### src/rtl/crt_pkg.sv
package crt_pkg;
    typedef enum logic [0:0] {
        CS_RUN   = 1'b0,
        CS_ARMED = 1'b1
    } core_state_e;
endpackage

### src/rtl/crt_regfile.sv
module crt_regfile #(
    parameter int NUM_CORES  = 4,
    parameter int DIV_W      = 6,
    parameter int LANE_W     = 8,
    parameter int DATA_W     = 32,
    parameter int ADDR_W     = 4,
    parameter int RELOAD_LSB = 20,
    parameter int TRIG_BIT   = 24,
    parameter int BUSY_BIT   = 31,
    parameter logic [ADDR_W-1:0] CTRL_ADDR = 4'h0,
    parameter logic [ADDR_W-1:0] VAL_ADDR  = 4'hC
) (
    input  logic                       clk,
    input  logic                       rst_n,
    input  logic                       bus_wr,
    input  logic [ADDR_W-1:0]          bus_addr,
    input  logic [DATA_W-1:0]          bus_wdata,
    output logic [DATA_W-1:0]          bus_rdata,
    input  logic                       busy_i,
    output logic [NUM_CORES*DIV_W-1:0] field_o,
    output logic [NUM_CORES-1:0]       load_o
);
    logic [NUM_CORES-1:0] sel_q;
    logic                 trig_q;
    logic [DIV_W-1:0]     fld_q [NUM_CORES];
    logic                 wr_ctrl;
    logic                 wr_val;
    logic                 trig_fire;

    assign wr_ctrl   = bus_wr && (bus_addr == CTRL_ADDR);
    assign wr_val    = bus_wr && (bus_addr == VAL_ADDR);
    assign trig_fire = wr_ctrl && bus_wdata[TRIG_BIT] && !trig_q;
    assign load_o    = trig_fire ? bus_wdata[RELOAD_LSB +: NUM_CORES] : '0;

    always_ff @(posedge clk or negedge rst_n) begin
        if (!rst_n) begin
            sel_q  <= '0;
            trig_q <= 1'b0;
        end else if (wr_ctrl) begin
            sel_q  <= bus_wdata[RELOAD_LSB +: NUM_CORES];
            trig_q <= bus_wdata[TRIG_BIT];
        end
    end

    for (genvar g = 0; g < NUM_CORES; g++) begin : g_lane
        always_ff @(posedge clk or negedge rst_n) begin
            if (!rst_n)
                fld_q[g] <= DIV_W'(1);
            else if (wr_val)
                fld_q[g] <= bus_wdata[g*LANE_W +: DIV_W];
        end
        assign field_o[g*DIV_W +: DIV_W] = fld_q[g];
    end

    always_comb begin
        bus_rdata = '0;
        if (bus_addr == CTRL_ADDR) begin
            bus_rdata[RELOAD_LSB +: NUM_CORES] = sel_q;
            bus_rdata[TRIG_BIT]                = trig_q;
            bus_rdata[BUSY_BIT]                = busy_i;
        end else if (bus_addr == VAL_ADDR) begin
            for (int i = 0; i < NUM_CORES; i++)
                bus_rdata[i*LANE_W +: DIV_W] = fld_q[i];
        end
    end

    AST_LOAD_LEAVES_TRIG_SET: assert property (@(posedge clk) disable iff (!rst_n)
        (|load_o) |=> trig_q);
    AST_HELD_TRIG_NO_LOAD: assert property (@(posedge clk) disable iff (!rst_n)
        (trig_q && $past(trig_q)) |-> (load_o == '0));
endmodule

### src/rtl/crt_core_gen.sv
module crt_core_gen
    import crt_pkg::*;
#(
    parameter int DIV_W     = 6,
    parameter int MAX_RATIO = 3,
    localparam int CNT_W    = $clog2(MAX_RATIO + 1)
) (
    input  logic             clk,
    input  logic             rst_n,
    input  logic             load_i,
    input  logic [DIV_W-1:0] field_i,
    output logic             ce_o,
    output logic             armed_o
);
    core_state_e      state_q, state_d;
    logic [CNT_W-1:0] cnt_q;
    logic [CNT_W-1:0] act_q;
    logic [CNT_W-1:0] pend_q;
    logic [CNT_W-1:0] req_ratio;
    logic             period_end;

    always_comb begin
        if (field_i == '0)
            req_ratio = CNT_W'(1);
        else if (field_i > DIV_W'(MAX_RATIO))
            req_ratio = CNT_W'(MAX_RATIO);
        else
            req_ratio = field_i[CNT_W-1:0];
    end

    assign period_end = (cnt_q == act_q - CNT_W'(1));

    always_comb begin
        state_d = state_q;
        unique case (state_q)
            CS_RUN:   if (load_i) state_d = CS_ARMED;
            CS_ARMED: if (!load_i && period_end) state_d = CS_RUN;
            default:  state_d = CS_RUN;
        endcase
    end

    always_ff @(posedge clk or negedge rst_n) begin
        if (!rst_n) state_q <= CS_RUN;
        else        state_q <= state_d;
    end

    always_ff @(posedge clk or negedge rst_n) begin
        if (!rst_n) begin
            cnt_q  <= '0;
            act_q  <= CNT_W'(1);
            pend_q <= CNT_W'(1);
        end else begin
            if (load_i)
                pend_q <= req_ratio;
            if (period_end) begin
                cnt_q <= '0;
                if (state_q == CS_ARMED && !load_i)
                    act_q <= pend_q;
            end else begin
                cnt_q <= cnt_q + CNT_W'(1);
            end
        end
    end

    always_comb begin
        ce_o    = period_end;
        armed_o = (state_q == CS_ARMED);
    end

    AST_CNT_BELOW_RATIO: assert property (@(posedge clk) disable iff (!rst_n)
        cnt_q < act_q);
    AST_RATIO_IN_RANGE: assert property (@(posedge clk) disable iff (!rst_n)
        (act_q >= CNT_W'(1)) && (act_q <= CNT_W'(MAX_RATIO)));
    AST_SWITCH_ON_BOUNDARY: assert property (@(posedge clk) disable iff (!rst_n)
        (act_q != $past(act_q)) |-> $past(ce_o));
    AST_ARMED_FROM_LOAD: assert property (@(posedge clk) disable iff (!rst_n)
        (state_q == CS_ARMED && $past(state_q) == CS_RUN) |-> $past(load_i));
endmodule

### src/rtl/core_clk_ratio_unit.sv
module core_clk_ratio_unit #(
    parameter int NUM_CORES  = 4,
    parameter int DIV_W      = 6,
    parameter int MAX_RATIO  = 3,
    parameter int LANE_W     = 8,
    parameter int RELOAD_LSB = 20,
    parameter int TRIG_BIT   = 24,
    parameter int BUSY_BIT   = 31,
    localparam int DATA_W    = NUM_CORES * LANE_W,
    localparam int ADDR_W    = 4
) (
    input  logic              clk,
    input  logic              rst_n,
    input  logic              bus_wr,
    input  logic [ADDR_W-1:0] bus_addr,
    input  logic [DATA_W-1:0] bus_wdata,
    output logic [DATA_W-1:0] bus_rdata,
    output logic [NUM_CORES-1:0] core_ce
);
    logic [NUM_CORES*DIV_W-1:0] fields;
    logic [NUM_CORES-1:0]       loads;
    logic [NUM_CORES-1:0]       armed;
    logic                       busy;

    assign busy = |armed;

    crt_regfile #(
        .NUM_CORES (NUM_CORES),
        .DIV_W     (DIV_W),
        .LANE_W    (LANE_W),
        .DATA_W    (DATA_W),
        .ADDR_W    (ADDR_W),
        .RELOAD_LSB(RELOAD_LSB),
        .TRIG_BIT  (TRIG_BIT),
        .BUSY_BIT  (BUSY_BIT)
    ) u_regs (
        .clk      (clk),
        .rst_n    (rst_n),
        .bus_wr   (bus_wr),
        .bus_addr (bus_addr),
        .bus_wdata(bus_wdata),
        .bus_rdata(bus_rdata),
        .busy_i   (busy),
        .field_o  (fields),
        .load_o   (loads)
    );

    for (genvar c = 0; c < NUM_CORES; c++) begin : g_core
        crt_core_gen #(
            .DIV_W    (DIV_W),
            .MAX_RATIO(MAX_RATIO)
        ) u_gen (
            .clk    (clk),
            .rst_n  (rst_n),
            .load_i (loads[c]),
            .field_i(fields[c*DIV_W +: DIV_W]),
            .ce_o   (core_ce[c]),
            .armed_o(armed[c])
        );
    end

    AST_BUSY_NEEDS_TRIGGER: assert property (@(posedge clk) disable iff (!rst_n)
        $rose(busy) |-> $past(|loads));
endmodule

### config.mk
export PLATFORM = sky130hd
export DESIGN_NAME = core_clk_ratio_unit
export DESIGN_NICKNAME = d
export VERILOG_FILES = /design/src/rtl/crt_pkg.sv /design/src/rtl/crt_regfile.sv /design/src/rtl/crt_core_gen.sv /design/src/rtl/core_clk_ratio_unit.sv
export SDC_FILE = /design/constraint.sdc
export NUM_CORES = 1
export LEC_CHECK = 0
export ABC_AREA = 1
export BUFFER_PORTS_ARGS = -buffer_cell sky130_fd_sc_hd__buf_2
export CORE_ASPECT_RATIO = 0.75
export CORE_MARGIN = 1
export CORE_UTILIZATION = 40
export DETAILED_ROUTE_END_ITERATION = 10
export GPL_TIMING_DRIVEN = 0
export PLACE_DENSITY_LB_ADDON = 0.25
export RECOVER_POWER = 100
export SYNTH_ARGS = -nofsm -noshare
export SYNTH_HDL_FRONTEND = slang
export SYNTH_HIERARCHICAL = 1
export SYNTH_SLANG_ARGS = --single-unit
### constraint.sdc
create_clock -name clk -period 1.21 [get_ports clk]
set_clock_uncertainty 0.1 [all_clocks]
set_input_delay 0.121 -clock clk [delete_from_list [all_inputs] [get_ports clk]]
set_output_delay 0.121 -clock clk [all_outputs]
set_load 0.01 [all_outputs]
### Word level (Yosys, flattened, before mapping)

Cells that the tools add are included.

| storage, ports and cells | value |
|---|---|
| bits of input ports | 39 |
| flip-flop bits (word level) | 57 |
| output and inout bits | 36 |

| cells by class | value |
|---|---|
| order comparisons | 4 |
| reductions and logical operators | 27 |
| bitwise operators | 4 |
| eq/ne operators | 5 |
| multiplexer cells | 37 |
| $add $sub $neg | 8 |

Operators with widths:

| cell | count |
|---|---|
| $mux W6 | 6 |
| $mux W2 | 14 |
| $gt A6 B2 Y1 const B | 4 |
| $logic_not A6 Y1 | 4 |
| $logic_and A1 B1 Y1 | 12 |
| $mux W1 | 10 |
| $add A2 B1 Y2 const B | 4 |
| $eq A2 B2 Y1 | 4 |
| $mux W4 | 2 |
| $pmux W1 S2 | 4 |
| $reduce_and A2 Y1 | 4 |
| $sub A2 B1 Y2 const B | 4 |
| $logic_not A1 Y1 | 5 |
| $mux W5 | 1 |
| $eq A4 B4 Y1 const B | 1 |
| $logic_not A4 Y1 | 1 |
| $not A1 Y1 | 4 |
| $reduce_or A4 Y1 | 1 |

### Depth between registers and ports, before layout

| depth | value |
|---|---|
| depth after elaboration | 9 |
| mapped depth | 9 |

### Cells and area by module

Netlist, hierarchy kept.

Modules (own cells, without submodules):

| module | seq. area each (µm²) | area an instance (µm²) | cells an instance | times used |
|---|---|---|---|---|
| crt_regfile | 730.7 | 1397.6 | 176 | 1 |
| crt_core_gen (g_core[1].u_gen ...) | 177.7 | 355.3 | 44 | 3 |
| crt_core_gen (g_core[0].u_gen) | 177.7 | 356.6 | 46 | 1 |
| core_clk_ratio_unit | 0.0 | 11.3 | 3 | 1 |

### Worst setup path after synthesis

No wires, ideal clock.

| timing | value |
|---|---|
| path kind | input-to-reg |
| start | in bus_addr[1] |
| end | reg g_core[1].u_gen.pend_q[0] |
| data arrival time | 1.102 ns |
| required time | 1.022 ns |
| stages | 8 |
| path buffers | 0 |
| setup slack | -0.080 ns |
| cells stage by stage | nor2_4 -> nand2_2 -> nor2_1 -> nand3_1 -> nor2_1 -> inv_1 -> nor3b_1 -> a31oi_1 |

| between the ends | value |
|---|---|
| cells in the longest elaborated chain, start to end | 5 |

RTL lines:

| what | RTL line | text |
|---|---|---|
| start, declared | core_clk_ratio_unit.sv:15 | `input logic [ADDR_W-1:0] bus_addr,` |
| $logic_not A4 Y1 | crt_regfile.sv:30 | `assign wr_ctrl = bus_wr && (bus_addr == CTRL_ADDR);` |
| $logic_and A1 B1 Y1 | crt_regfile.sv:30 |  |
| $logic_and A1 B1 Y1 (2 in a row) | crt_regfile.sv:32 | `assign trig_fire = wr_ctrl && bus_wdata[TRIG_BIT] && !trig_q;` |
| $mux W4 | crt_regfile.sv:33 | `assign load_o = trig_fire ? bus_wdata[RELOAD_LSB +: NUM_CORES] : '0;` |
| named net loads[1] | core_clk_ratio_unit.sv:21 | `logic [NUM_CORES-1:0] loads;` |
| end signal, assigned | crt_core_gen.sv:54 | `pend_q <= req_ratio;` |
| end, declared | crt_core_gen.sv:18 | `logic [CNT_W-1:0] pend_q;` |

The timed path passes the listed nets, and every way through them passes these cells.
A chain may end at the register's enable or synchronous reset.

### Final worst setup path

| timing | value |
|---|---|
| start | reg g_core[3].u_gen.act_q[0] |
| end | out core_ce[3] |

| between the ends | value |
|---|---|
| cells in the longest elaborated chain, start to end | 2 |

RTL lines:

| what | RTL line | text |
|---|---|---|
| start, declared | crt_core_gen.sv:17 | `logic [CNT_W-1:0] act_q;` |
| start signal, assigned | crt_core_gen.sv:58 | `act_q <= pend_q;` |
| $sub A2 B1 Y2 | crt_core_gen.sv:31 | `assign period_end = (cnt_q == act_q - CNT_W'(1));` |
| $eq A2 B2 Y1 | crt_core_gen.sv:31 |  |
| end, declared | core_clk_ratio_unit.sv:18 | `output logic [NUM_CORES-1:0] core_ce` |

No other way between the ends.

==> impl_metrics.toml <==
[outcome]
run_status = "finished, violations left"
failing_checks = "negative setup slack"

[flow_run]
cap_viol_max_count = 0

[timing]
setup_viol = 74
timing.max_slew.rel_slack = 0.483
final_worst_path_cycle_share = 1.32
period_needed_ps = 1590
hold_viol = 0
setup-tns-final_ps = -7530
rsz0062_at_grt = "yes"
layout_setup_ws_ps = -383
tightest_slew_ps = 776
timing.fmax_mhz = 628
maxSlewViolCount = 0
worst_hold_slack_ps = 174

[setup_path]
worstPathArrival_ps = 1370
ordered_list_of_cells_on_the_worst_path = "inv_2 > nand2_2 > nand3_2 > nand2_2 > inv_2 > buf_6"
cp_slowest_stage_delay_ps = 550
worst-path-stages = 6
critPathMaxFanout = 3
critical_path_required_ps = 990
setup.worst_path.class = "reg -> out"
r2r.worst_path.cells = 8
startpoint_type = "flop"
worstPathBufferInverterCount = 3
cp-end-kind = "primary output"
regToRegSetupSlack_ps = -180
timing.critical_path.slowest_stage_cell = "sky130_fd_sc_hd__dfstp_2"
cpLargestDelayFamily = "flip-flops"

[drt]
detail_route.wl_per_cell_um = 13.3
drt-vias-per-instance = 4.72
firstDrtPassIters = 4
first_iter_violations = 233
route.antenna.remaining_nets = 0
route.vias.total = 2882
drc = 0
total_wirelength_of_the_detailed_routed_design_um = 8130

[synth]
syn-instance-count = 357
postSynthRegisterBits = 57
synthDistinctLibCells = 24
post_synth_instance_area_um2 = 2830
synth.yosys.seq_area_share = 0.509
syn_area_per_cell_um2 = 7.93
total_number_of_yosys_warnings = 6

[hold_path]
timing.hold.worst.class = "in -> reg"
min_delay_path_depth = 6

[floorplan]
fp-row-count = 26
initial_utilization = 0.414
die_width_um = 99.2
core_area_um2 = 6830
die_area_um2 = 7420
top_level_ports = 75
die_height_um = 74.9

[power_and_ir_drop]
finalPower_mw = 7.18
irDropWorstVdd_uv = 684
p_per_area_nw_per_um2 = 1600
p_leak_nw = 2.22

[final_layout]
leading_cell_type_in_the_layout_fill_and_taps_excluded = "sky130_fd_sc_hd__nand2_1"
antenna_cells_inserted = 0
multiInputGateArea_um2 = 1290
final_nets = 560
seqCellArea_um2 = 1440
syn2layout_area_growth_pct = 58.5
share_of_post_route_cells_with_drive_strength_above_1 = 0.540
post_layout_nonfiller_instances = 610
most-common-layout-cells = "sky130_fd_sc_hd__nand2_1 (68), sky130_fd_sc_hd__buf_2 (57), sky130_fd_sc_hd__buf_4 (49)"
filler_cell_count = 545

[clocking]
total_number_of_h_tree_levels = 3
clock_tree.buffer_depth = 2
clock_sinks = 57
cts_tree = "built"
path_clk_slew_ps = 60
cts_root_buffer = "sky130_fd_sc_hd__clkbuf_8"
clk_latency_ps = 340
cts-buffers-inserted = 9

[placement]
placement.io_buffers = 63
detailedPlace.worstSlack_ps = -308
detailed_place_hpwl_um = 4670
dp.cells = 508
gp_congestion = 0.761

[global_routing]
grt_start_max_net_pins = 58
globalRouteOverflowTotal = 0
grt_first_pass_wirelength_um = 12200
grt_use_total = 0.219
grt_pass1_vias = 2712
number_of_antenna_violations_at_the_first_check_in_global_routing = 0
-- worst min-delay path: cells and delay by family --
| family | cells | cell delay, ps |
|---|---|---|
| buffers and inverters | 4 | 360 |
| and+or+nand+nor | 2 | 80 |
-- power breakdown --
part	switching [mW]	total [mW]	internal [mW]
Sequential	0.361	2.75	2.39
Clock	0.748	1.59	0.845
Combinational	1.39	2.84	1.45
Total	2.50	7.18	4.68
-- final timing paths --
kind | startpoint | to
max | g_core[3].u_gen/act_q[0] | core_ce[3]
min | bus_wdata[22] | g_core[2].u_gen/armed_o
max reg2reg | g_core[3].u_gen/act_q[0] | g_core[3].u_gen/cnt_q[1]
min reg2reg | g_core[1].u_gen/cnt_q[0] | g_core[1].u_gen/cnt_q[0]
max in group asynchronous | rst_n | g_core[3].u_gen/cnt_q[0]
min in group asynchronous | rst_n | g_core[2].u_gen/cnt_q[0]
-- timing repair --
| action | 4_1_cts | 5_1_grt |
|---|---|---|
| setup buffers | 43 | 29 |
| hold buffers | 26 | 1 |
| setup endpoints to repair | 45 | 59 |
| endpoints found under the hold margin | 31 | 45 |
| resized for setup | 43 | 79 |
| pin swaps | 39 | 44 |
-- cells in the mapped netlist (all sizes together) --
| library cell | count | area share |
|---|---|---|
| o21ai | 30 | 0.053 |
| nand3 | 9 | 0.030 |
| a21oi | 4 | 0.012 |
| dfrtp | 45 | 0.40 |
| clkbuf | 2 | 0.0027 |
| a31oi | 6 | 0.013 |
| o22ai | 3 | 0.0066 |
| nand2 | 97 | 0.14 |
| nor3 | 1 | 0.0018 |
| inv | 64 | 0.085 |
| conb | 1 | 0.0013 |
| buf | 11 | 0.030 |
| nor2 | 61 | 0.086 |
| dfstp | 12 | 0.11 |
| nor3b | 3 | 0.0080 |
| nand4 | 8 | 0.018 |
-- kinds of logic (layout without fill, tap and decap cells) --
group | count (synthesis) | in the layout | synth area share
buffers and inverters | 77 | 242 | 0.118
DFF | 57 | 57 | 0.509
AOI/OAI and AO/OA | 43 | 43 | 0.0853
and+or+nand+nor | 179 | 179 | 0.286
other | 1 | 5 | 0.00132
-- cell type report --
cell class                      instances  area share
Timing Repair Buffer                  149       0.251
Sequential cell                        57       0.322
Clock buffer                           13      0.0354
Clock inverter                          3     0.00335
Buffer                                 13      0.0251
Multi-Input combinational cell        227       0.287
Tap cell                               84      0.0234
Inverter                               64      0.0535
-- state kept, by name, indices dropped and copies added, names as in the netlist --
name,count
u_regs/sel_q,4
g_core.u_gen/cnt_q,8
g_core.u_gen/pend_q,8
u_regs/trig_q,1
u_regs/field_o,24
g_core.u_gen/act_q,8
g_core.u_gen/armed_o,4
-- layer usage --
layer	vias up	wire, um	track usage
li1	1417	-	-
met1	1368	3470	0.264
met2	80	4070	0.392
met3	17	428	0.0594
met4	0	169	0.0703
met5	-	0	0
-- per-stage QoR --
step / util / instance area, um2
6_report: 0.657 / 4490
5_1_grt: 0.657 / 4490
4_1_cts: 0.612 / 4180
3_5_place_dp: 0.488 / 3330
3_3_place_gp: 0.488 / 3330
2_1_floorplan: - / 2910
Power figures use the tool's default switching activity.
